## config.mk

```make
export PLATFORM = sky130hd
export DESIGN_NAME = ptp_stamp_unit
export DESIGN_NICKNAME = d
export VERILOG_FILES = /design/src/rtl/ptp_stamp_pkg.sv /design/src/rtl/ptp_time_base.sv /design/src/rtl/ptp_event_filter.sv /design/src/rtl/ptp_stamp_slot.sv /design/src/rtl/ptp_stamp_unit.sv
export SDC_FILE = /design/constraint.sdc
export NUM_CORES = 1
export LEC_CHECK = 0
export BUFFER_PORTS_ARGS = -buffer_cell sky130_fd_sc_hd__clkbuf_2
export CORE_MARGIN = 10
export CORE_UTILIZATION = 40
export DETAILED_ROUTE_END_ITERATION = 8
export PLACE_DENSITY_LB_ADDON = 0.3
export SKIP_LAST_GASP = 1
export SYNTH_ARGS = -nofsm -noshare
export SYNTH_HDL_FRONTEND = slang
export SYNTH_SLANG_ARGS = --single-unit
```

## constraint.sdc

```tcl
create_clock -name clk -period 3.45 [get_ports clk]
set_input_delay 0.69 -clock clk [delete_from_list [all_inputs] [get_ports clk]]
set_output_delay 0.69 -clock clk [all_outputs]
set_load 0.01 [all_outputs]
```

## src/rtl/ptp_stamp_pkg.sv

```systemverilog
package ptp_stamp_pkg;

    typedef enum logic [2:0] {
        MSG_SYNC   = 3'd0,
        MSG_DREQ   = 3'd1,
        MSG_FOLLOW = 3'd2,
        MSG_DRESP  = 3'd3,
        MSG_OTHER  = 3'd4
    } msg_t;

    typedef enum logic {
        ROLE_MASTER = 1'b0,
        ROLE_SLAVE  = 1'b1
    } role_t;

    typedef enum logic [1:0] {
        SLOT_EMPTY = 2'd0,
        SLOT_HELD  = 2'd1,
        SLOT_LOST  = 2'd2
    } slot_t;

    localparam int DIR_TX = 0;
    localparam int DIR_RX = 1;
    localparam int NUM_DIR = 2;

endpackage

```

## src/rtl/ptp_time_base.sv

```systemverilog
module ptp_time_base #(
    parameter int TIME_W = 64,
    parameter int INC_W  = 32
) (
    input  logic              clk,
    input  logic              rst_n,
    input  logic [INC_W-1:0]  inc,
    output logic [TIME_W-1:0] now
);
    localparam int PAD_W = TIME_W - INC_W;

    logic [TIME_W-1:0] count_q;

    always_ff @(posedge clk or negedge rst_n) begin
        if (!rst_n) begin
            count_q <= '0;
        end else begin
            count_q <= count_q + {{PAD_W{1'b0}}, inc};
        end
    end

    assign now = count_q;
endmodule

```

## src/rtl/ptp_event_filter.sv

```systemverilog
module ptp_event_filter
    import ptp_stamp_pkg::*;
#(
    parameter int DIR   = DIR_TX,
    parameter int MSG_W = 3
) (
    input  logic             sof,
    input  logic [MSG_W-1:0] msg,
    input  logic             role,
    input  logic             full_duplex,
    input  logic             ext_desc_en,
    output logic             hit
);
    logic             sync_side;
    logic [MSG_W-1:0] wanted;

    // Sync is stamped where the master sends it or the slave receives it;
    // the opposite path carries the stamped delay request.
    always_comb begin
        sync_side = ((role == ROLE_MASTER) == (DIR == DIR_TX));
        wanted    = sync_side ? MSG_W'(MSG_SYNC) : MSG_W'(MSG_DREQ);
    end

    assign hit = sof && full_duplex && ext_desc_en && (msg == wanted);
endmodule

```

## src/rtl/ptp_stamp_slot.sv

```systemverilog
module ptp_stamp_slot
    import ptp_stamp_pkg::*;
#(
    parameter int TIME_W = 64
) (
    input  logic              clk,
    input  logic              rst_n,
    input  logic              hit,
    input  logic              clr,
    input  logic [TIME_W-1:0] time_in,
    output logic              valid,
    output logic [TIME_W-1:0] stamp,
    output logic              ovf
);
    slot_t             state_q, state_d;
    logic              load;
    logic [TIME_W-1:0] stamp_q;

    // state register
    always_ff @(posedge clk or negedge rst_n) begin
        if (!rst_n) begin
            state_q <= SLOT_EMPTY;
        end else begin
            state_q <= state_d;
        end
    end

    // transitions
    always_comb begin
        state_d = state_q;
        unique case (state_q)
            SLOT_EMPTY: begin
                if (hit) state_d = SLOT_HELD;                      // capture
            end
            SLOT_HELD: begin
                if (clr) state_d = hit ? SLOT_HELD : SLOT_EMPTY;   // reload / release
                else if (hit) state_d = SLOT_LOST;                 // miss
            end
            SLOT_LOST: begin
                if (clr) state_d = hit ? SLOT_HELD : SLOT_EMPTY;   // reload / release
            end
            default: state_d = SLOT_EMPTY;
        endcase
    end

    assign load = hit && ((state_q == SLOT_EMPTY) || clr);

    always_ff @(posedge clk or negedge rst_n) begin
        if (!rst_n) begin
            stamp_q <= '0;
        end else if (load) begin
            stamp_q <= time_in;
        end
    end

    // outputs
    always_comb begin
        valid = 1'b0;
        ovf   = 1'b0;
        unique case (state_q)
            SLOT_EMPTY: ;
            SLOT_HELD:  valid = 1'b1;
            SLOT_LOST: begin
                valid = 1'b1;
                ovf   = 1'b1;
            end
            default: ;
        endcase
        stamp = stamp_q;
    end
endmodule

```

## src/rtl/ptp_stamp_unit.sv

```systemverilog
module ptp_stamp_unit
    import ptp_stamp_pkg::*;
#(
    parameter int TIME_W = 64,
    parameter int INC_W  = 32,
    parameter int MSG_W  = 3
) (
    input  logic              clk,
    input  logic              rst_n,
    input  logic [INC_W-1:0]  time_inc,
    input  logic              full_duplex,
    input  logic              ext_desc_en,
    input  logic              role,
    input  logic              tx_sof,
    input  logic [MSG_W-1:0]  tx_msg,
    input  logic              rx_sof,
    input  logic [MSG_W-1:0]  rx_msg,
    input  logic              tx_clr,
    input  logic              rx_clr,
    output logic [TIME_W-1:0] time_now,
    output logic              tx_valid,
    output logic [TIME_W-1:0] tx_stamp,
    output logic              tx_ovf,
    output logic              rx_valid,
    output logic [TIME_W-1:0] rx_stamp,
    output logic              rx_ovf
);
    logic [NUM_DIR-1:0] sof_v, clr_v, hit_v, valid_v, ovf_v;
    logic [MSG_W-1:0]   msg_v   [NUM_DIR];
    logic [TIME_W-1:0]  stamp_v [NUM_DIR];

    ptp_time_base #(.TIME_W(TIME_W), .INC_W(INC_W)) u_time (
        .clk  (clk),
        .rst_n(rst_n),
        .inc  (time_inc),
        .now  (time_now)
    );

    assign sof_v[DIR_TX] = tx_sof;
    assign sof_v[DIR_RX] = rx_sof;
    assign clr_v[DIR_TX] = tx_clr;
    assign clr_v[DIR_RX] = rx_clr;
    assign msg_v[DIR_TX] = tx_msg;
    assign msg_v[DIR_RX] = rx_msg;

    for (genvar d = 0; d < NUM_DIR; d++) begin : g_dir
        ptp_event_filter #(.DIR(d), .MSG_W(MSG_W)) u_filter (
            .sof        (sof_v[d]),
            .msg        (msg_v[d]),
            .role       (role),
            .full_duplex(full_duplex),
            .ext_desc_en(ext_desc_en),
            .hit        (hit_v[d])
        );

        ptp_stamp_slot #(.TIME_W(TIME_W)) u_slot (
            .clk    (clk),
            .rst_n  (rst_n),
            .hit    (hit_v[d]),
            .clr    (clr_v[d]),
            .time_in(time_now),
            .valid  (valid_v[d]),
            .stamp  (stamp_v[d]),
            .ovf    (ovf_v[d])
        );
    end

    assign tx_valid = valid_v[DIR_TX];
    assign tx_stamp = stamp_v[DIR_TX];
    assign tx_ovf   = ovf_v[DIR_TX];
    assign rx_valid = valid_v[DIR_RX];
    assign rx_stamp = stamp_v[DIR_RX];
    assign rx_ovf   = ovf_v[DIR_RX];
endmodule

```

Word level (Yosys, flattened, before mapping)
Index checks and enable logic that the tools add are counted.
{ "totals": {"ff_bits": 196, "elab_cells": 52} }
{ "classes": {"add_sub_neg": 1, "n_eq_ne": 12, "mux": 18, "n_reduce_logical": 16} }
{ "ops": {"columns": ["cell", "n"], "rows": [
  ["64-bit by 32-bit adder with 64-bit output", 1],
  ["2-bit 2-to-1 mux", 8],
  ["2-bit case mux with 3 select lines", 2],
  ["1-bit logical AND", 8],
  ["1-bit 2-to-1 mux", 8],
  ["3-bit equality test", 2],
  ["3-bit by 2-bit inequality test with 1-bit output (second input constant)", 2],
  ["3-bit AND reduction", 2],
  ["2-bit by 1-bit equality test with 1-bit output (second input constant)", 2],
  ["2-bit equality test (second input constant)", 2],
  ["2-bit logical NOT", 2],
  ["2-bit by 1-bit inequality test with 1-bit output (second input constant)", 2],
  ["2-bit inequality test (second input constant)", 2],
  ["2-bit OR reduction", 2],
  ["1-bit logical OR", 2]
]} }

Longest topological paths before layout
Gate-level depths: netlist of the first run.
{ "depth": {"word_depth": 6, "depth_mapped": 10, "ltp_nobuf": 10} }

Hierarchy
A second synthesis of the first run with hierarchy kept.
{ "unflattened": {"cells_unflattened": 746, "hier_area_um2": 9246.4} }
{ "by_module_without_submodules": {"columns": ["mod", "n_inst", "cells_per_inst", "area_each_um2", "seq_area_each_um2"], "rows": [
  ["ptp_stamp_slot", 2, 153, 2572.5, 1651.6],
  ["ptp_time_base", 1, 434, 4046.4, 1601.5],
  ["ptp_event_filter at g_dir[0].u_filter", 1, 3, 30.0, 0.0],
  ["ptp_event_filter at g_dir[1].u_filter", 1, 3, 25.0, 0.0]
]} }

Worst setup path before layout of the first run
Ideal clock, no wire load.
{ "synth_timing": {"path_type": "input-to-reg", "startpoint": "in time_inc[0]", "endpoint": "reg u_time.count_q[62] (netlist: u_time.now[62])", "arrival_ns": 2.952, "required_time_ns": 3.319, "setup_slack_ns": 0.367, "path_stages": 10, "path_buffers": 0, "path_cell_list": "ha_1 fa_1 a21o_1 a31o_1 a22o_2 a211oi_4 o21ai_2 a21o_4 nor4b_4 xor2_1"} }
{ "synth_via": {"elab_chain_cells": 1} }
{ "synth_lines": {"columns": ["item", "line", "text"], "rows": [
  ["start: declaration", "ptp_stamp_unit.sv:10", "input logic [INC_W-1:0] time_inc,"],
  ["64-bit by 32-bit adder with 64-bit output", "ptp_time_base.sv:18", "count_q <= count_q + {{PAD_W{1'b0}}, inc};"],
  ["end signal: assignment", "ptp_time_base.sv:18", null],
  ["end: declaration", "ptp_time_base.sv:12", "logic [TIME_W-1:0] count_q;"]
]} }
No other way between the ends.
A chain may end at the register's enable or synchronous reset.

Final worst setup path of the first run
{ "layout_timing": {"startpoint": "reg u_time.count_q[0] (netlist: u_time.now[0])", "endpoint": "reg u_time.count_q[62] (netlist: u_time.now[62])"} }
{ "layout_via": {"elab_chain_cells": 1} }
{ "layout_lines": {"columns": ["item", "line"], "rows": [
  ["64-bit by 32-bit adder with 64-bit output", "ptp_time_base.sv:18"]
]} }
No other way between the ends.

==> results of run 1 <==
-- worst paths after layout --
check,start,endpoint,slack [ns],depth (start not counted)
setup reg to reg,u_time.now[0],u_time.now[62],0.39,10
min in group clk,time_inc[0],u_time.now[0],0.48,2
hold / removal,rst_n,g_dir[0].u_slot.stamp[49],0.22,1
max in group asynchronous,rst_n,g_dir[0].u_slot.stamp[58],2.31,2
setup / recovery,u_time.now[0],u_time.now[62],0.39,10
hold reg to reg,g_dir[1].u_slot.stamp[18],g_dir[1].u_slot.stamp[18],0.51,1
-- cell usage after synthesis (2+ instances only) --
cell      instances  area [um^2]
xor2_1           23        201.4
nor4_1            4        25.02
and3_1           13        81.33
ha_1             40        500.5
nor2b_1           3        18.77
nor3b_1           3        22.52
o211ai_1          4        30.03
nand3_1          20        100.1
o21ai_1           6        30.03
o21a_1            3        22.52
nor3_1            7        35.03
o21bai_1          4        30.03
xnor2_1          41        359.1
a21oi_1          43        215.2
nand4_1           9        56.30
o21ai_2           2        17.52
a211oi_1          2        15.01
clkbuf_1         14        52.55
nor2_2            2        12.51
nand2_1          38        142.6
inv_1             9        33.78
o21ai_0          20        100.1
nor3_4            2        32.53
a31oi_4           2        42.54
nor2_1           25        93.84
dfrtp_1         196         4905
and2_1            2        12.51
a21o_1            8        60.06
mux2_2          128         1441
a211o_1           4        35.03
buf_2             7        35.03
nand2b_1          6        37.54
-- metrics by stage --
step	hold slack (ns)	instances	util	power, W	worst slack [ns]
2_1_floorplan	0.3944	713	-	0.006029	0.3665
3_3_place_gp	0.4881	1227	0.4740	0.007433	0.09293
3_5_place_dp	0.4947	1227	0.4740	0.007487	0.06802
4_1_cts	0.2280	1259	0.5021	0.009633	0.3680
5_1_grt	0.2489	1260	0.5023	0.01020	0.2524
6_report	0.2152	1260	0.5023	0.009498	0.3916
-- sequential cells by signal, indices dropped and copies added (netlist names) --
register	flops
g_dir.u_slot.state_q	4
g_dir.u_slot.stamp	128
u_time.now	64
-- cell families (layout without fill, tap and decap cells) --
group / count (synthesis) / count (layout) / synth area share
simple gates: 140 / 140 / 0.08232
other cells: 0 / 1 / 0
mux: 128 / 128 / 0.1586
flops: 196 / 196 / 0.5396
xor+xnor: 64 / 64 / 0.06167
fa+ha+maj: 41 / 41 / 0.05727
compound gates: 114 / 114 / 0.08714
buf+inv: 30 / 291 / 0.01335
-- power by group --
| part | internal [W] | switching (W) | leakage [nW] |
|---|---|---|---|
| logic | 0.00171 | 0.00211 | 2.86 |
| clock network | 0.00102 | 0.00107 | 0.305 |
| registers | 0.00301 | 0.000580 | 2.55 |
| total | 0.00574 | 0.00376 | 5.72 |
-- layer usage --
layer / vias to the layer above / routed length (um) / global-route usage
li1: 3066 / - / -
met5: - / 0 / 0
met1: 3169 / 10080 / 0.2017
met3: 25 / 1941 / 0.05783
met4: 0 / 310 / 0.04424
met2: 173 / 10760 / 0.2533
-- area by class of cell --
| class | count | area share |
|---|---|---|
| Antenna cell | 1 | 0.0002214 |
| Sequential cell | 196 | 0.4340 |
| Clock buffer | 17 | 0.03764 |
| Multi-Input combinational cell | 487 | 0.3608 |
| Tap cell | 285 | 0.03155 |
| Inverter | 9 | 0.002989 |
| Clock inverter | 15 | 0.01849 |
| Timing Repair Buffer | 250 | 0.1144 |
-- worst max-delay path: stages, from the launching register on --
cell and delay, ns:
dfrtp_1 0.44, ha_1 0.25, fa_1 0.41, a21o_1 0.22, a31o_1 0.26, a22o_2 0.29
a211oi_4 0.36, o21ai_2 0.13, a21o_4 0.28, nor4b_4 0.14, xor2_1 0.14
-- cell usage in the layout, fill, tap and decap left out, types with 20 or more instances in the layout --
| cell type | count |
|---|---|
| clkbuf_2 | 241 |
| nand3_1 | 20 |
| nor2_1 | 23 |
| ha_1 | 40 |
| xor2_1 | 23 |
| xnor2_1 | 41 |
| o21ai_0 | 20 |
| mux2_2 | 128 |
| dfrtp_1 | 196 |
| a21oi_1 | 43 |
| nand2_1 | 38 |
==> impl_metrics.py, run 1 <==
metrics = {
    "status": {
        "outcome": "complete, no violations",
    },
    "grt": {
        "grt_pass1_wl_mm": 37.16,
        "first_global_vias": 6660,
        "grtUsageTotal": 0.1599,
        "gr-total-overflow": 0,
        "antenna_found_initial": 1,
        "grt_max_degree": 82,
    },
    "critical_path": {
        "worstPathArrival_ns": 3.38,
        "cp_max_fo": 8,
        "cp-end-kind": "register",
        "worstPathRequired_ns": 3.77,
        "worstSetupPathType": "reg2reg",
        "cp-start-kind": "register",
    },
    "sta": {
        "slew_headroom": 0.5983,
        "fin_skew_ns": 0.01610,
        "hold_viol": 0,
        "finalCritPeriodShare": 0.8865,
        "fin_crit_ns": 3.058,
        "worstMarginPinSlew_ns": 0.6026,
        "setup_viol": 0,
        "rsz0062_at_grt": "false",
        "max_freq_mhz": 327.0,
        "drv_slew": 0,
        "setup_tns_ns": 0,
    },
    "drt": {
        "wl_per_cell_um": 18.33,
        "routed_wl_mm": 23.10,
        "vias_per_cell": 5.106,
        "vias": 6433,
        "drcViolationCount": 0,
        "first_pass_iters": 4,
        "detail-route-antenna-nets": 0,
        "drtIter0Drc": 353,
    },
    "clock_tree": {
        "cts_max_path_buffers": 2,
        "clkTransAtPathRegs_ns": 0.09,
        "cts_post_setup_buffers_inserted": 0,
        "clk_latency_ns": 0.44,
        "tritoncts": "done",
        "cts-resized-gates": 0,
        "cts-root-buf": "clkbuf_16",
        "hold_buffers": 0,
        "h-tree-depth": 4,
        "clock_sinks": 196,
        "numCtsBuffers": 17,
    },
    "yosys": {
        "synth.distinct_cells": 55,
        "synth_nets": 801,
        "syn_area_um2": 9089,
        "ys_ff_latch": 196,
        "ys_async_sr_fraction": 1.000,
        "synth-edff-count": 0,
        "synthCells": 713,
        "ys_seq_area_frac": 0.5396,
        "synth_flop_cell": "dfrtp_1",
        "synth_warnings": 0,
        "avgSynthCellArea_um2": 12.75,
    },
    "place": {
        "portBuffers": 242,
        "dpl.hpwl_mm": 17.49,
        "place.gp.congestion": 0.8264,
        "post_dp_cell_area_um2": 10670,
    },
    "final_layout": {
        "syn_to_final_growth_pct": 24.35,
        "seq_area_um2": 4905,
        "final_area_um2": 11300,
        "drive_gt1_frac": 0.4435,
        "nFillCells": 2035,
        "multi_input_comb_area_um2": 4078,
        "nNetsFinal": 1049,
    },
    "die": {
        "rows": 55,
        "pin_count": 243,
        "die-area_um2": 29150,
        "die_x_um": 170.7,
        "start_util": 0.4039,
        "fp.coreArea_um2": 22500,
        "chipHeight_um": 170.7,
    },
    "power_and_ir_drop": {
        "ir_worst_vdd_mv": 0.4942,
        "p_leak_nw": 5.717,
        "power.density_nw_per_um2": 840.4,
    },
    "min_path": {
        "hp-class": "in2async",
    },
    "job": {
        "maxCapViolCount": 0,
    },
}
(Power assumes the default switching activity.)
==> run 2: changes to the inputs <==
ABC_AREA = 1   (was not set)
SLEW_MARGIN = 20   (was not set)
==> impl_metrics.py, run 2 <==
metrics = {
    "grt": {
        "grtUsageMet2": 0.3157,
        "grt_pass1_wl_mm": 53.70,
        "first_global_vias": 9728,
        "grtUsageTotal": 0.2007,
        "gr-total-overflow": 0,
        "use_met1": 0.2686,
        "antenna_found_initial": 1,
        "grt_max_degree": 129,
        "met3_usage": 0.05395,
        "top_usage_layer": "met2",
    },
    "die": {
        "rows": 59,
        "die-area_um2": 33580,
        "pin_count": 243,
        "fp.coreArea_um2": 26130,
        "die_x_um": 183.2,
        "chipHeight_um": 183.2,
        "start_util": 0.4079,
    },
    "yosys": {
        "synth_top_area_frac": 0.4601,
        "synth.distinct_cells": 36,
        "synth-edff-count": 0,
        "avgSynthCellArea_um2": 7.392,
        "yosys.area.top_type": "dfrtp_1",
        "yosys-top-cells-area": "dfrtp_1, nand2_1, inv_1",
        "synth_flop_cell": "dfrtp_1",
        "ys_seq_area_frac": 0.4601,
        "ys_ff_latch": 196,
        "synth_warnings": 0,
        "synth_nets": 1530,
        "ys_async_sr_fraction": 1.000,
        "yosysMostFrequentCell": "nand2_1",
        "syn_area_um2": 10660,
        "yosys-top-cells-count": "nand2_1, inv_1, dfrtp_1",
        "synthCells": 1442,
    },
    "sta": {
        "finalCritPeriodShare": 0.6792,
        "hold_viol": 0,
        "setup_viol": 0,
        "worst_slack_ns": 1.107,
        "fin_crit_ns": 2.343,
        "fin_skew_ns": 0.01501,
        "setup_tns_ns": 0,
        "rsz0062_at_grt": "false",
        "max_freq_mhz": 426.7,
        "slew_headroom": 0.4440,
        "worstMarginPinSlew_ns": 0.8340,
        "drv_slew": 0,
    },
    "clock_tree": {
        "clock_sinks": 196,
        "clk_latency_ns": 0.45,
        "h-tree-depth": 4,
        "cts-root-buf": "clkbuf_16",
        "hold_buffers": 0,
        "tritoncts": "done",
        "clkTransAtPathRegs_ns": 0.08,
        "numCtsBuffers": 17,
        "cts_post_setup_buffers_inserted": 0,
        "cts-resized-gates": 0,
        "cts_max_path_buffers": 2,
    },
    "place": {
        "place.gp.congestion": 0.9829,
        "dpl.hpwl_mm": 26.93,
        "place_ws_ns": 0.7406,
        "portBuffers": 242,
    },
    "final_layout": {
        "seq_area_um2": 4905,
        "nFillCells": 2647,
        "drive_gt1_frac": 0.1849,
        "syn_to_final_growth_pct": 20.28,
        "multi_input_comb_area_um2": 4747,
        "utilization": 0.4906,
        "layout_common_cells": "nand2_1, clkbuf_2, inv_1, dfrtp_1, o21ai_0",
        "antennaDiodeCount": 0,
        "largest_reg_flops": 128,
        "final_common_cell": "nand2_1",
        "nNetsFinal": 1769,
    },
    "drt": {
        "vias_per_cell": 4.883,
        "vias": 9902,
        "detail-route-antenna-nets": 0,
        "first_pass_iters": 8,
        "drcViolationCount": 0,
        "routed_wl_mm": 33.98,
        "wl_per_cell_um": 16.76,
        "drtIter0Drc": 693,
    },
    "job": {
        "maxCapViolCount": 0,
    },
    "power_and_ir_drop": {
        "power.density_nw_per_um2": 756.1,
        "p_leak_nw": 7.234,
        "power.share.switching": 0.4456,
        "seqPwrFrac": 0.354,
        "power_frac_comb": 0.439,
        "power.switching_w": 0.004320,
        "ir_worst_vdd_mv": 0.3174,
        "p_int_w": 0.005374,
        "clkPwrFrac": 0.207,
    },
    "critical_path": {
        "worstPathArrival_ns": 2.69,
        "cp_max_fo": 4,
        "cp_slowest_cell": "dfrtp_1",
        "worstPathRequired_ns": 3.79,
        "worstPathCellList": "ha_1 -> nand2_1 -> nand2_1 -> inv_1 -> nor2_1 -> nor2_1 -> nand2_1 -> a21oi_1 -> nand2_1 -> nand2_1 -> nand2_1 -> nand2_1 -> nand2_1",
        "cp-start-kind": "register",
        "worstSetupPathType": "reg2reg",
        "critPathMaxStageDelay_ns": 0.42,
        "cp-end-kind": "register",
        "critPathMostFrequentCell": "nand2_1",
    },
    "status": {
        "outcome": "complete, no violations",
    },
    "min_path": {
        "hp-class": "in2async",
    },
}
[run 2: cell count changes in the layout (fill, tap and decap cells not counted), moves of 11 or more]
cell     before  now
mux2_2      128    0
and3_1       13    1
nor2_1       23   80
nor3_1        7   18
nand2_1      38  528
o21ai_0      20  129
inv_1         9  228
xnor2_1      41    2
nand3_1      20   67
a21oi_1      43   21
[run 2: final cells by class]
class                      count  area share
sequential                   196      0.3826
multi-input combinational    984      0.3703
timing repair buffer         249      0.1012
inverter                     233     0.06822
clock buffer                  18     0.03425
tap                          335     0.03269
clock inverter                13     0.01083
[run 2: kinds of logic after synthesis]
family	share of synthesized area
compound gates	0.08276
buf+inv	0.09449
simple gates	0.2875
flops	0.4601
fa+ha+maj	0.04883
xor+xnor	0.02629
[run 2: power by group through the flow]
stage | combinational [W] | sequential [W] | clock, W
3_5_place_dp | 0.00426 | 0.00347 | 0
3_3_place_gp | 0.00422 | 0.00346 | 0
4_1_cts | 0.00428 | 0.00344 | 0.00205
2_1_floorplan | 0.00239 | 0.00364 | 0
5_1_grt | 0.00483 | 0.00352 | 0.00212
6_report | 0.00425 | 0.00343 | 0.00201
[run 2: critical path: cells and delay by family (launching register included)]
kind / cells / cell delay, ns
simple gates: 10 / 1.26
flops: 1 / 0.42
fa+ha+maj: 1 / 0.35
compound gates: 1 / 0.15
buf+inv: 1 / 0.08
[run 2: final timing paths]
check	from	to	slack [ns]	cells after the start
worst min register to register	g_dir[1].u_slot.stamp[29]	g_dir[1].u_slot.stamp[29]	0.48	2
min in group clk	time_inc[0]	u_time.now[0]	0.48	2
worst max register to register	u_time.now[25]	u_time.now[60]	1.11	13
max in group asynchronous	rst_n	u_time.now[31]	2.26	2
worst max-delay path	u_time.now[25]	u_time.now[60]	1.11	13
worst min-delay path	rst_n	g_dir[0].u_slot.stamp[34]	0.35	1
[run 2: metrics by stage]
stage	hold slack [ns]	cell area [um^2]	std cells	total power, W
4_1_cts	0.3862	12820	2028	0.009766
3_3_place_gp	0.4649	12240	1997	0.007676
5_1_grt	0.3978	12820	2028	0.01047
2_1_floorplan	0.3944	10660	1442	0.006029
3_5_place_dp	0.4720	12240	1997	0.007735
6_report	0.3505	12820	2028	0.009694
[run 2: routing by layer]
| layer | up-vias | routed length [um] |
|---|---|---|
| met2 | 295 | 15360 |
| met3 | 43 | 2511 |
| li1 | 4942 | - |
| met5 | - | 13 |
| met4 | 2 | 566 |
| met1 | 4620 | 15530 |
==> run 3: changes to the inputs <==
clock period = 2.1 ns   (was 3.45 ns; I/O delays follow)
==> impl_metrics.py, run 3 (synthesized netlist as in run 2, its figures left out) <==
metrics = {
    "drt": {
        "vias_per_cell": 4.792,
        "drcViolationCount": 0,
        "wl_met3_mm": 2.149,
        "detail-route-antenna-nets": 0,
        "first_pass_iters": 4,
        "met2_length_mm": 15.94,
        "top_layer": "met4",
        "routed_wl_mm": 34.96,
        "wl_per_cell_um": 16.38,
        "wl_met1_mm": 16.33,
        "vias": 10227,
        "drtIter0Drc": 664,
    },
    "final_layout": {
        "final_area_um2": 14020,
        "drive_gt1_frac": 0.2651,
        "nNetsFinal": 1874,
        "nFillCells": 2582,
        "utilization": 0.5366,
        "layout_common_cells": "nand2_1, clkbuf_2, inv_1, dfrtp_1, o21ai_0",
        "final_common_cell": "nand2_1",
        "antennaDiodeCount": 0,
        "largest_reg_flops": 128,
        "syn_to_final_growth_pct": 31.55,
        "stdcell_count": 2134,
    },
    "sta": {
        "worstMarginPinSlew_ns": 0.6464,
        "slew_headroom": 0.5691,
        "worst_slack_ns": 0.07427,
        "setup_viol": 0,
        "finalCritPeriodShare": 0.9646,
        "setup_tns_ns": 0,
        "hold_viol": 0,
        "drv_slew": 0,
        "max_freq_mhz": 493.7,
        "rsz0062_at_grt": "true",
        "fin_skew_ns": 0.02326,
        "fin_crit_ns": 2.026,
    },
    "die": {
        "die_x_um": 183.2,
        "rows": 59,
        "chipHeight_um": 183.2,
        "start_util": 0.4079,
        "die-area_um2": 33580,
        "pin_count": 243,
        "fp.coreArea_um2": 26130,
    },
    "power_and_ir_drop": {
        "ir_worst_vdd_mv": 0.6251,
        "power.density_nw_per_um2": 1286,
        "p_leak_nw": 7.801,
    },
    "critical_path": {
        "worstPathRequired_ns": 2.46,
        "cp-start-kind": "register",
        "worstSetupPathType": "reg2reg",
        "cp_max_fo": 4,
        "cp-end-kind": "register",
        "worstPathArrival_ns": 2.39,
    },
    "clock_tree": {
        "clkTransAtPathRegs_ns": 0.09,
        "tritoncts": "done",
        "clock_sinks": 196,
        "cts_max_path_buffers": 2,
        "h-tree-depth": 4,
        "clk_latency_ns": 0.46,
        "cts-root-buf": "clkbuf_16",
        "numCtsBuffers": 17,
    },
    "place": {
        "place.gp.congestion": 0.9471,
        "place_ws_ns": -0.1674,
        "dp.cells": 2098,
        "dpl.hpwl_mm": 27.37,
        "portBuffers": 242,
        "post_dp_cell_area_um2": 13030,
    },
    "min_path": {
        "hp-class": "in2reg",
    },
    "grt": {
        "grt_pass1_wl_mm": 55.36,
        "gr-total-overflow": 0,
        "grt_max_degree": 129,
        "first_global_vias": 10335,
        "grtUsageTotal": 0.2069,
        "antenna_found_initial": 0,
    },
    "status": {
        "outcome": "complete, no violations",
    },
    "job": {
        "maxCapViolCount": 0,
    },
}
## run 3: layout make-up
class | count | area [um^2] | share of cell area
Clock buffer | 17 | 425.4 | 0.03034
Clock inverter | 15 | 195.2 | 0.01392
Inverter | 233 | 874.6 | 0.06237
Multi-Input combinational cell | 984 | 5089 | 0.3629
Sequential cell | 196 | 4906 | 0.3499
Tap cell | 335 | 419.2 | 0.02989
Timing Repair Buffer | 354 | 2113 | 0.1507
## run 3: where the power goes
part	leakage, nW	total [W]	internal (W)	switching [W]
Clock	0.301	0.00349	0.00164	0.00185
Combinational	4.91	0.00892	0.00380	0.00512
Sequential	2.59	0.00562	0.00482	0.000803
## run 3: per-stage QoR
step | total power (W) | hold slack [ns]
after global placement | 0.01385 | 0.3091
after global routing | 0.01946 | 0.2286
after detailed placement | 0.01398 | 0.3083
final | 0.01803 | 0.2342
after floorplan | 0.009904 | 0.1244
after CTS | 0.01755 | 0.1880
## run 3: worst paths after layout
path / start / endpoint / slack (ns) / cells past startpoint
hold / removal: time_inc[0] / u_time.now[0] / 0.23 / 2
setup / recovery: u_time.now[30] / u_time.now[60] / 0.07 / 8
setup reg to reg: u_time.now[30] / u_time.now[60] / 0.07 / 8
hold reg to reg: g_dir[0].u_slot.stamp[16] / g_dir[0].u_slot.stamp[16] / 0.49 / 2
max in group asynchronous: rst_n / g_dir[0].u_slot.stamp[0] / 1.05 / 3
min in group asynchronous: rst_n / g_dir[1].u_slot.stamp[36] / 0.38 / 2
## run 3: repair_timing
item                                    in CTS  in global routing
setup buffers                                0                  3
endpoints found under the setup margin       7                 40
pin swaps                                    0                  2
endpoints found under the hold margin       18                  0
hold buffers                                 1                  0
resized for setup                            4                 56
## run 3: critical path, stage by stage, from the launching register on
cell,delay [ns]
dfrtp_1,0.43
ha_1,0.35
nand2_1,0.08
o21ai_1,0.42
nand2_1,0.13
nor2_1,0.19
nand4_1,0.15
nand3_1,0.12
nand2_1,0.05
## run 3: routing by layer
layer / global-route usage / up-vias
li1: - / 5155
met1: 0.2790 / 4752
met2: 0.3286 / 285
met3: 0.04644 / 35
met4: 0.05410 / 0
met5: 0 / -
